`src/rtl/nextpc_unit.sv`:
```
module nextpc_unit #(
  parameter logic [31:0] RESET_PC = 32'h0000_0100
) (
  input  logic        clk,
  input  logic        rst_n,
  input  logic        instr_valid,
  input  logic [3:0]  op,
  input  logic [4:0]  rd_idx,
  input  logic [31:0] rs1_val,
  input  logic [31:0] rs2_val,
  input  logic [31:0] imm,
  output logic [31:0] pc,
  output logic [31:0] next_pc,
  output logic        link_we,
  output logic [31:0] link_data,
  output logic [1:0]  trap_cause,
  output logic        halted
);
  localparam logic [3:0] OP_JMP  = 4'd1;
  localparam logic [3:0] OP_JMPR = 4'd2;
  localparam logic [1:0] CAUSE_JUMP   = 2'd1;
  localparam logic [1:0] CAUSE_BRANCH = 2'd2;

  logic        is_jmp, is_jmpr, is_br, is_ctrl;
  logic [31:0] sum, target, seq_pc;
  logic        misalign, self_hit, taken, stopped, fire;

  assign is_jmp  = (op == OP_JMP);
  assign is_jmpr = (op == OP_JMPR);
  assign is_br   = op[3] && (op[2:1] != 2'b01);
  assign is_ctrl = is_jmp || is_jmpr || is_br;

  assign sum      = (is_jmpr ? rs1_val : pc) + imm;
  assign target   = is_jmpr ? {sum[31:1], 1'b0} : sum;
  assign seq_pc   = pc + 32'd4;
  assign misalign = is_ctrl && (target[1:0] != 2'b00);
  assign self_hit = is_ctrl && !misalign && (target == pc);
  assign stopped  = halted || (trap_cause != 2'd0);
  assign fire     = instr_valid && !stopped;

  always_comb begin
    case (op[2:0])
      3'd0:    taken = (rs1_val == rs2_val);
      3'd1:    taken = (rs1_val != rs2_val);
      3'd4:    taken = ($signed(rs1_val) <  $signed(rs2_val));
      3'd5:    taken = ($signed(rs1_val) >= $signed(rs2_val));
      3'd6:    taken = (rs1_val <  rs2_val);
      3'd7:    taken = (rs1_val >= rs2_val);
      default: taken = 1'b0;
    endcase
  end

  always_comb begin
    if (!fire || misalign || self_hit)  next_pc = pc;
    else if (is_jmp || is_jmpr)         next_pc = target;
    else if (is_br && taken)            next_pc = target;
    else                                next_pc = seq_pc;
  end

  assign link_we   = fire && (is_jmp || is_jmpr) && !misalign && !self_hit && (rd_idx != 5'd0);
  assign link_data = seq_pc;

  always_ff @(posedge clk) begin
    if (!rst_n) begin
      pc         <= RESET_PC;
      trap_cause <= 2'd0;
      halted     <= 1'b0;
    end else begin
      pc <= next_pc;
      if (fire && misalign) trap_cause <= is_br ? CAUSE_BRANCH : CAUSE_JUMP;
      if (fire && self_hit) halted <= 1'b1;
    end
  end
endmodule

```
`config.mk`:
```
export PLATFORM = sky130hd
export DESIGN_NAME = nextpc_unit
export DESIGN_NICKNAME = d
export VERILOG_FILES = /design/src/rtl/nextpc_unit.sv
export SDC_FILE = /design/constraint.sdc
export NUM_CORES = 1
export LEC_CHECK = 0
export BUFFER_PORTS_ARGS = -buffer_cell sky130_fd_sc_hd__buf_2
export CAP_MARGIN = 15
export CORE_ASPECT_RATIO = 1.75
export CORE_MARGIN = 3
export CORE_UTILIZATION = 49
export DETAILED_ROUTE_END_ITERATION = 8
export PLACE_DENSITY = 0.85
export SETUP_SLACK_MARGIN = 0.4
export SYNTH_ARGS = -nofsm -noshare
export SYNTH_HDL_FRONTEND = slang
export SYNTH_SLANG_ARGS = --single-unit
```
`constraint.sdc`:
```
create_clock -name clk -period 8.6 [get_ports clk]
set_clock_uncertainty 0.1 [all_clocks]
set_input_delay 1.72 -clock clk [delete_from_list [all_inputs] [get_ports clk]]
set_output_delay 1.72 -clock clk [all_outputs]
set_load 0.03 [all_outputs]
```
==> results of run 1 <==
[report_power, final]
part | switching, mW | leakage (nW) | total [mW] | internal [mW]
clock | 0.0984 | 0.0844 | 0.237 | 0.139
sequential | 0.0235 | 0.284 | 0.194 | 0.171
combinational | 0.374 | 3.94 | 0.633 | 0.260
total | 0.496 | 4.31 | 1.07 | 0.569
[worst max-delay path by stage]
stage / from / end
2_1_floorplan: op[1] / next_pc[29]
3_3_place_gp: op[2] / next_pc[3]
3_5_place_dp: op[2] / next_pc[3]
4_1_cts: op[2] / next_pc[3]
5_1_grt: op[1] / next_pc[5]
6_report: op[1] / next_pc[27]
[area by class of cell]
| type | instances | area share [%] |
|---|---|---|
| Multi-Input combinational cell | 787 | 66.8 |
| Timing Repair Buffer | 269 | 19.0 |
| Sequential cell | 35 | 7.65 |
| Inverter | 58 | 2.38 |
| Tap cell | 174 | 2.38 |
| Clock buffer | 5 | 1.37 |
| Clock inverter | 3 | 0.519 |
[registers in the layout, summed over array words and instances, names as in the netlist]
| signal | count |
|---|---|
| trap_cause | 2 |
| pc | 32 |
| halted | 1 |
[timing repair]
item / 4_1_cts / 5_1_grt
gates resized for setup: 46 / 82
cloned: 1 / 4
pin swaps: 7 / 25
setup buffers: 7 / 14
endpoints found under the setup margin: 33 / 33
endpoints found under the hold margin: 0 / 0
[critical path: cells and delay by family]
kind	cells	cell delay (ps)
XOR/XNOR	1	340
buffers and inverters	7	1080
multiplexers	1	350
adder cells (fa/ha/maj)	1	330
AND/OR/NAND/NOR	6	1400
AO/OA/AOI/OAI	5	1060
[kinds of logic after synthesis]
family | Yosys count | synth area share [%]
simple gates | 300 | 21.7
compound gates | 277 | 27.3
buf+inv | 121 | 7.77
xor+xnor | 90 | 12.6
fa+ha+maj | 71 | 12.9
mux | 49 | 7.59
flops | 35 | 10.1
[Yosys cell counts, types with 12 or more instances]
| cell type | n | area (um^2) |
|---|---|---|
| sky130_fd_sc_hd__clkbuf_1 | 35 | 131 |
| sky130_fd_sc_hd__and2_1 | 24 | 150 |
| sky130_fd_sc_hd__dfxtp_1 | 35 | 701 |
| sky130_fd_sc_hd__inv_1 | 58 | 218 |
| sky130_fd_sc_hd__nand4_1 | 18 | 113 |
| sky130_fd_sc_hd__xor2_1 | 24 | 210 |
| sky130_fd_sc_hd__nor2_1 | 53 | 199 |
| sky130_fd_sc_hd__mux2_2 | 24 | 270 |
| sky130_fd_sc_hd__mux2i_1 | 24 | 240 |
| sky130_fd_sc_hd__buf_2 | 12 | 60.1 |
| sky130_fd_sc_hd__nand2_1 | 99 | 372 |
| sky130_fd_sc_hd__nand3_1 | 23 | 115 |
| sky130_fd_sc_hd__and3_1 | 23 | 144 |
| sky130_fd_sc_hd__a21oi_1 | 67 | 335 |
| sky130_fd_sc_hd__xnor2_1 | 60 | 526 |
| sky130_fd_sc_hd__ha_1 | 70 | 876 |
| sky130_fd_sc_hd__o21ai_0 | 70 | 350 |
| sky130_fd_sc_hd__a22o_1 | 15 | 131 |
[layer usage]
| layer | track usage, % | up-vias |
|---|---|---|
| li1 | - | 3855 |
| met1 | 33.9 | 3989 |
| met2 | 60.1 | 562 |
| met3 | 4.47 | 209 |
| met4 | 28.3 | 0 |
| met5 | 0 | - |
==> impl.org, run 1 <==
** Synth
- Register bit count reported by yosys :: 35
- Sequential-to-total area share from yosys stat :: 10.1%
- Post-synthesis instance area :: 6930 um^2
- Synthesis produced a netlist whose cell count is 943.
- A synthesized cell averages 7.35 um^2.
- Yosys mapped the design onto 82 distinct sky130hd cell types.
- Top flip-flop cell by instance count after synthesis :: sky130_fd_sc_hd__dfxtp_1
- Counting every net in the synthesized netlist gives 1,122.
- For this run, asynchronously set or reset flops after synthesis account for 0%.
- Number of enable flip-flop cells after synthesis :: 0
- YS warnings :: 0

** Floorplan
- Std-Cell Rows :: 56
- Initial core utilization :: 51.0%
- The floorplan step set the die width to 95.9 um.
- The die is 163 um tall.
- Top-level I/O count :: 208
- Placeable core area :: 13,600 um^2
- Area of the die :: 15,700 um^2

** Clock network
- Clock-pin slew was measured on the worst setup and hold paths at 70 ps.
- In this run the deepest clock path goes through 2 buffers.
- Source-to-sink clock delay at the later pin of the worst-skew pair :: 310 ps
- TritonCTS built the clock tree.
- The clock drives 35 sinks.
- The H-tree generated during clock tree synthesis spans 2 levels.
- In this run, CTS created clock tree buffers numbering 5.
- Clock root buffer :: sky130_fd_sc_hd__clkbuf_16
- Hold-fix buffer count after cts :: 0

** Placed design
- The congestion estimate from routability-driven global placement came to 1.05.
- The HPWL after detailed placement is 21,700 um.
- Port Buf Inserts :: 207
- The placed instances occupy a cell area of 8220 um^2.
- After detailed placement, the design holds a cell count of 1,297.
- Timing analysis after detailed placement gives a worst setup slack of -131 ps.

** STA
- Final Max Tran Viols :: 0
- Period Utilization, post-route :: 94.4%
- For the pin with the worst max-slew slack, the measured transition is 982 ps.
- Headroom to the max-slew limit came out at 34.4%.
- Total count of hold-check failures in the final report :: 0
- After layout, the worst setup slack is 482 ps.
- Total negative slack :: 0 ps
- Setup violations remaining at the end of the flow were counted as 0.
- Setup repair after global routing missed its margin :: no
- Fin crit period :: 8120 ps
- Hold timing on the final database bottoms out at a slack of 409 ps.
- Static timing analysis puts the maximum clock frequency at 123 MHz.

** Route
- Vias post-DR :: 8,615
- After detailed routing, the number of remaining DRC violations is 0.
- In the final routing, the length of wire on met1 measures 9530 um.
- Final routed wirelength across all metal layers :: 28,400 um
- Wire segments on met3 add up to 1910 um in the final route.
- Dividing the detail-routed via count by the number of cells gives 6.47.
- Iter 0 DRT Violations :: 638
- Summed over all nets, wire length on met2 after detailed routing comes to 14,200 um.
- Once detail routing completed, the nets flagged for antenna violations numbered 0.
- The first TritonRoute pass finished after 7 iterations.
- After detailed routing, no signal wire sits above met4.
- After detailed routing, the average wire length per cell comes to 21.3 um.

** GRT
- Wire length of the first global-routing pass :: 41,200 um
- Pin count of the biggest net entering global routing :: 50
- Antenna violations before repair :: 0
- For this run, the total global-route usage over all layers was measured as 33.9%.
- For this run the aggregate overflow at the end of global routing stands at 0.
- The number of global-route vias before repair was 8,194.

** Worst setup path
- Kind of launch point of the worst setup path :: input pin
- Worst reg2reg setup slack :: 4010 ps
- CP cell instances :: buf_2 -> nand2b_4 -> nor3_4 -> buf_12 -> clkbuf_16 -> mux2_2 -> ha_4 -> o211ai_1 -> o211ai_1 -> nand3_1 -> and3_1 -> o21a_2 -> xnor3_1 -> or4_4 -> nor4_4 -> a21oi_4 -> buf_6 -> buf_4 -> clkbuf_16 -> a22o_1 -> buf_6
- Of all nets on the critical path, the largest fanout is 9.
- STA classifies the critical path endpoint as a primary output.
- For the worst setup path, the data arrival time is 6300 ps.
- Measured in cells, the most critical reg-to-reg path has a length of 16.
- In this run the critical register-to-register path is captured at pc[28].
- The worst register-to-register path begins at pc[7].
- The largest individual stage delay along the critical path comes from the cell sky130_fd_sc_hd__or4_4.
- The critical path is of the in2out type.
- Crit-path max cell delay :: 530 ps
- Required time at the worst-slack endpoint :: 6780 ps

** Layout
- The filler cells instantiated in the layout total 1,166.
- Area Growth Syn to Fin :: 32.2%
- Highest-count cells in the layout ignoring fill and taps :: sky130_fd_sc_hd__buf_2, sky130_fd_sc_hd__nand2_1, sky130_fd_sc_hd__a21oi_1
- The multi-input combinational cells in the finished layout cover a total of 6110 um^2.
- The number of antenna diodes in the final layout is 0.
- Summing all flip-flop and latch instances after layout gives 701 um^2.
- Final standard cell utilization of the core :: 67.4%
- Most common library cell in the layout ignoring fill and taps :: sky130_fd_sc_hd__buf_2
- Of the cells placed in the final design, the portion with a size suffix greater than 1 is 33.6%.
- Non-filler instance count after layout :: 1,331
- Final std cell area, no fill :: 9160 um^2
- Total number of nets in the final design :: 1,335

** Power
- Worst-case vdd ir drop :: 0.0703 mV
- Power spread over the standard cell area amounts to 116 nW/um^2.
- The analysis attributes to cell leakage a power of 4.31 nW.
- After layout, the design draws a total of 1.07 mW.

** Hold path
- Along the worst hold path, the cell count comes to 2.
- Worst hold path startpoint :: trap_cause[0]
- The min-delay analysis places its worst path in the category reg2reg.
- Min-Delay Endpoint :: trap_cause[0]

** Status
- The flow ran to the end, and the final reports show no timing, DRC or antenna violations.

** Job
- Max-cap check violation count :: 0
(Power assumes the default switching activity.)
==> inputs of run 2 (changes only) <==
==> constraint.sdc (replaced) <==
create_clock -name clk -period 8.6 [get_ports clk]
set_clock_uncertainty 0.1 [all_clocks]
set_input_delay 0.86 -clock clk [delete_from_list [all_inputs] [get_ports clk]]
set_output_delay 0.86 -clock clk [all_outputs]
set_load 0.03 [all_outputs]
==> impl.org, run 2 (same netlist as run 1, synthesis figures left out) <==
** Status
- Status :: finished clean

** Clock network
- The H-tree was split into 2 levels.
- Clock-pin transition on the worst setup and hold timing paths :: 70 ps
- Clock tree synthesis inserted a total of 5 buffers.
- In this run, post-CTS hold repair placed 0 buffers.
- The later pin in the worst-skew pair is clocked with a latency of 300 ps.
- TritonCTS built the clock tree.
- Clock root buffer :: sky130_fd_sc_hd__clkbuf_16
- Postcts setup bufs :: 0
- No sink is reached through more buffers than the 2 on the longest clock path.
- The tree built by TritonCTS fans out to 35 sinks.
- Cts repair resizes :: 0

** GRT
- The initial antenna violation count was 1.
- Entering global routing, the biggest net connects 55 pins.
- The first global-routing pass estimated 41,100 um of wire.
- In the global route stage, met2 resource usage came out at 62.3%.
- In this run the most used layer during global routing was met2.
- Met1 Use GR :: 33.4%
- For met3 alone, demand over resource in global routing was 3.73%.
- Global routing usage summed across all routing layers :: 33.8%
- Via count of the first global-routing pass :: 8,021
- GRT overflow :: 0

** Route
- Summed over all layers, the routed wires come to 27,000 um.
- Residual antenna-violating net count after detailed routing :: 0
- Vias post-DR :: 8,176
- Number of vias per cell after detailed routing :: 6.38
- In the final routed layout, each cell accounts on average for 21.0 um.
- For this run, the detailed router's first-pass iteration total came to 6.
- For this block, the initial DRC count from the detailed router was 525.
- DRC Markers :: 0

** STA
- The max-slew violation total from the final report is 0.
- Fin crit period :: 7760 ps
- Of the available clock period, the critical path in the final layout requires 90.2%.
- Setup repair after global routing missed its margin :: no
- Headroom to the max-slew limit came out at 28.1%.
- Post-route worst setup slack :: 843 ps
- Total count of hold-check failures in the final report :: 0
- Setup violations remaining at the end of the flow were counted as 0.
- For the pin with the worst max-slew slack, the measured transition is 1080 ps.
- Hold is met by 420 ps.
- Total negative slack :: 0 ps
- Based on the critical path, the design can be clocked at up to 129 MHz.

** Worst setup path
- Worst path arrival time :: 6800 ps
- End of the worst register-to-register path :: pc[24]
- Required time at the worst-slack endpoint :: 7640 ps
- Logic depth of the worst register-to-register path :: 17
- Max Fanout on Critical Path :: 34
- The worst setup path is captured at a primary output.
- Setup slack on the worst reg-to-reg path comes out at 3290 ps.
- Destination of the critical timing path :: next_pc[24]
- Kind of launch point of the worst setup path :: input pin
- In this run the critical register-to-register path is launched from pc[0].
- Kind of critical path :: in2out
- The most critical setup path has its startpoint at op[2].

** Floorplan
- The die covers 15,700 um^2.
- Std-Cell Rows :: 56
- Die Height :: 163 um
- During I/O placement, the number of pins put on the boundary was 208.
- The core region is 13,600 um^2.
- The initial utilization of the core area, before any placement, comes to 51.0%.
- Horizontal extent of the die :: 95.9 um

** Layout
- Most common library cell in the layout ignoring fill and taps :: sky130_fd_sc_hd__buf_2
- Counting the fill cells in the layout gives 1,297.
- Total number of nets in the final design :: 1,285
- The register with the most flip-flops in the layout has 32 of them.
- The top cell types in the final layout, fill and taps aside, are sky130_fd_sc_hd__buf_2, sky130_fd_sc_hd__nand2_1, sky130_fd_sc_hd__o21ai_0, sky130_fd_sc_hd__ha_1, sky130_fd_sc_hd__a21oi_1.
- Relative to the synthesized area, the layout overhead comes to 18.0%.
- Of the cells placed in the final design, the portion with a size suffix greater than 1 is 25.8%.
- Cells fill 60.1% of the core in the end.
- Biggest regs :: pc x32, trap_cause x2, halted x1
- Biggest register :: pc

** Hold path
- Counting instances, the worst hold path has a depth of 2.
- The min-delay analysis places its worst path in the category reg2reg.

** Placed design
- Summed over all nets, the half-perimeter wirelength after detailed placement is 21,800 um.
- During placement, the flow inserted port buffers numbering 207.
- Setup slack after placement :: 892 ps
- RePlAce Congestion :: 1.01

** Power
- Summed over all nets, the switching power comes to 0.458 mW.
- IR analysis of the VDD net gives a maximum drop of 0.0811 mV.
- The internal power of the cells totals 0.514 mW.
- The analysis attributes to cell leakage a power of 3.94 nW.
- Net switching is 47.1% of the power.
- In this run, the clock network consumes 24.0% of the power.
- Part of the total power dissipated in sequential elements :: 20.1%
- For this design the ratio of total power to cell area is 119 nW/um^2.
- In this run, the combinational gates consume 55.9% of the power.

** Job
- Max-cap violations in this run came to 0.
[run 2: cell count changes in the layout (fill, tap and decap cells not counted), sizes merged]
cell    delta
bufbuf     -1
diode      +1
buf       -44
clkbuf     -5
[run 2: worst min-delay path by stage]
| stage | startpoint | endpoint | slack, ps |
|---|---|---|---|
| 4_1_cts | trap_cause[0] | trap_cause[0] | 420 |
| 3_5_place_dp | trap_cause[0] | trap_cause[0] | 400 |
| 2_1_floorplan | trap_cause[0] | trap_cause[0] | 530 |
| 5_1_grt | trap_cause[0] | trap_cause[0] | 460 |
| 6_report | trap_cause[0] | trap_cause[0] | 420 |
| 3_3_place_gp | trap_cause[0] | trap_cause[0] | 400 |
[run 2: area by class of cell]
type | instances | area [um^2] | share of cell area (%)
flip-flops and latches | 35 | 701 | 8.57
clock inverters | 3 | 47.5 | 0.582
clock buffers | 5 | 125 | 1.53
diodes | 1 | 2.50 | 0.0306
multi-input cells | 787 | 5710 | 69.9
well taps | 174 | 218 | 2.66
repair buffers | 219 | 1150 | 14.0
inverters | 58 | 218 | 2.66
[run 2: critical path, stage by stage]
cell and delay (ps):
sky130_fd_sc_hd__buf_2 130, sky130_fd_sc_hd__nand2b_1 220, sky130_fd_sc_hd__nor3_4 640, sky130_fd_sc_hd__buf_4 320
sky130_fd_sc_hd__mux2_2 360, sky130_fd_sc_hd__ha_1 450, sky130_fd_sc_hd__nand2_1 160, sky130_fd_sc_hd__nor3_1 460
sky130_fd_sc_hd__a32oi_1 160, sky130_fd_sc_hd__and3_1 300, sky130_fd_sc_hd__o21a_2 270, sky130_fd_sc_hd__xnor3_1 350
sky130_fd_sc_hd__or4_1 530, sky130_fd_sc_hd__nor4_2 380, sky130_fd_sc_hd__a21oi_4 270, sky130_fd_sc_hd__buf_16 260
sky130_fd_sc_hd__buf_4 210, sky130_fd_sc_hd__mux2i_1 190, sky130_fd_sc_hd__buf_2 230
[run 2: layer usage]
metal  wire (um)  part of all wire (%)
met1        8950                    33
met2       13900                    52
met3        1840                   6.8
met4        2270                   8.4
met5           0                     0
[run 2: power by group through the flow]
stage	sequential, mW	combinational, mW	clock (mW)
2_1_floorplan	0.200	0.377	0
3_3_place_gp	0.197	0.525	0
3_5_place_dp	0.198	0.529	0
4_1_cts	0.194	0.532	0.233
5_1_grt	0.196	0.586	0.235
6_report	0.195	0.544	0.233
[run 2: through the flow]
stage | cell area [um^2] | total power, mW | std cells
after CTS | 8140 | 0.958 | 1280
final | 8170 | 0.972 | 1282
after detailed placement | 7970 | 0.727 | 1272
after floorplan | 6930 | 0.577 | 943
after global placement | 7970 | 0.723 | 1272
after global routing | 8170 | 1.02 | 1281
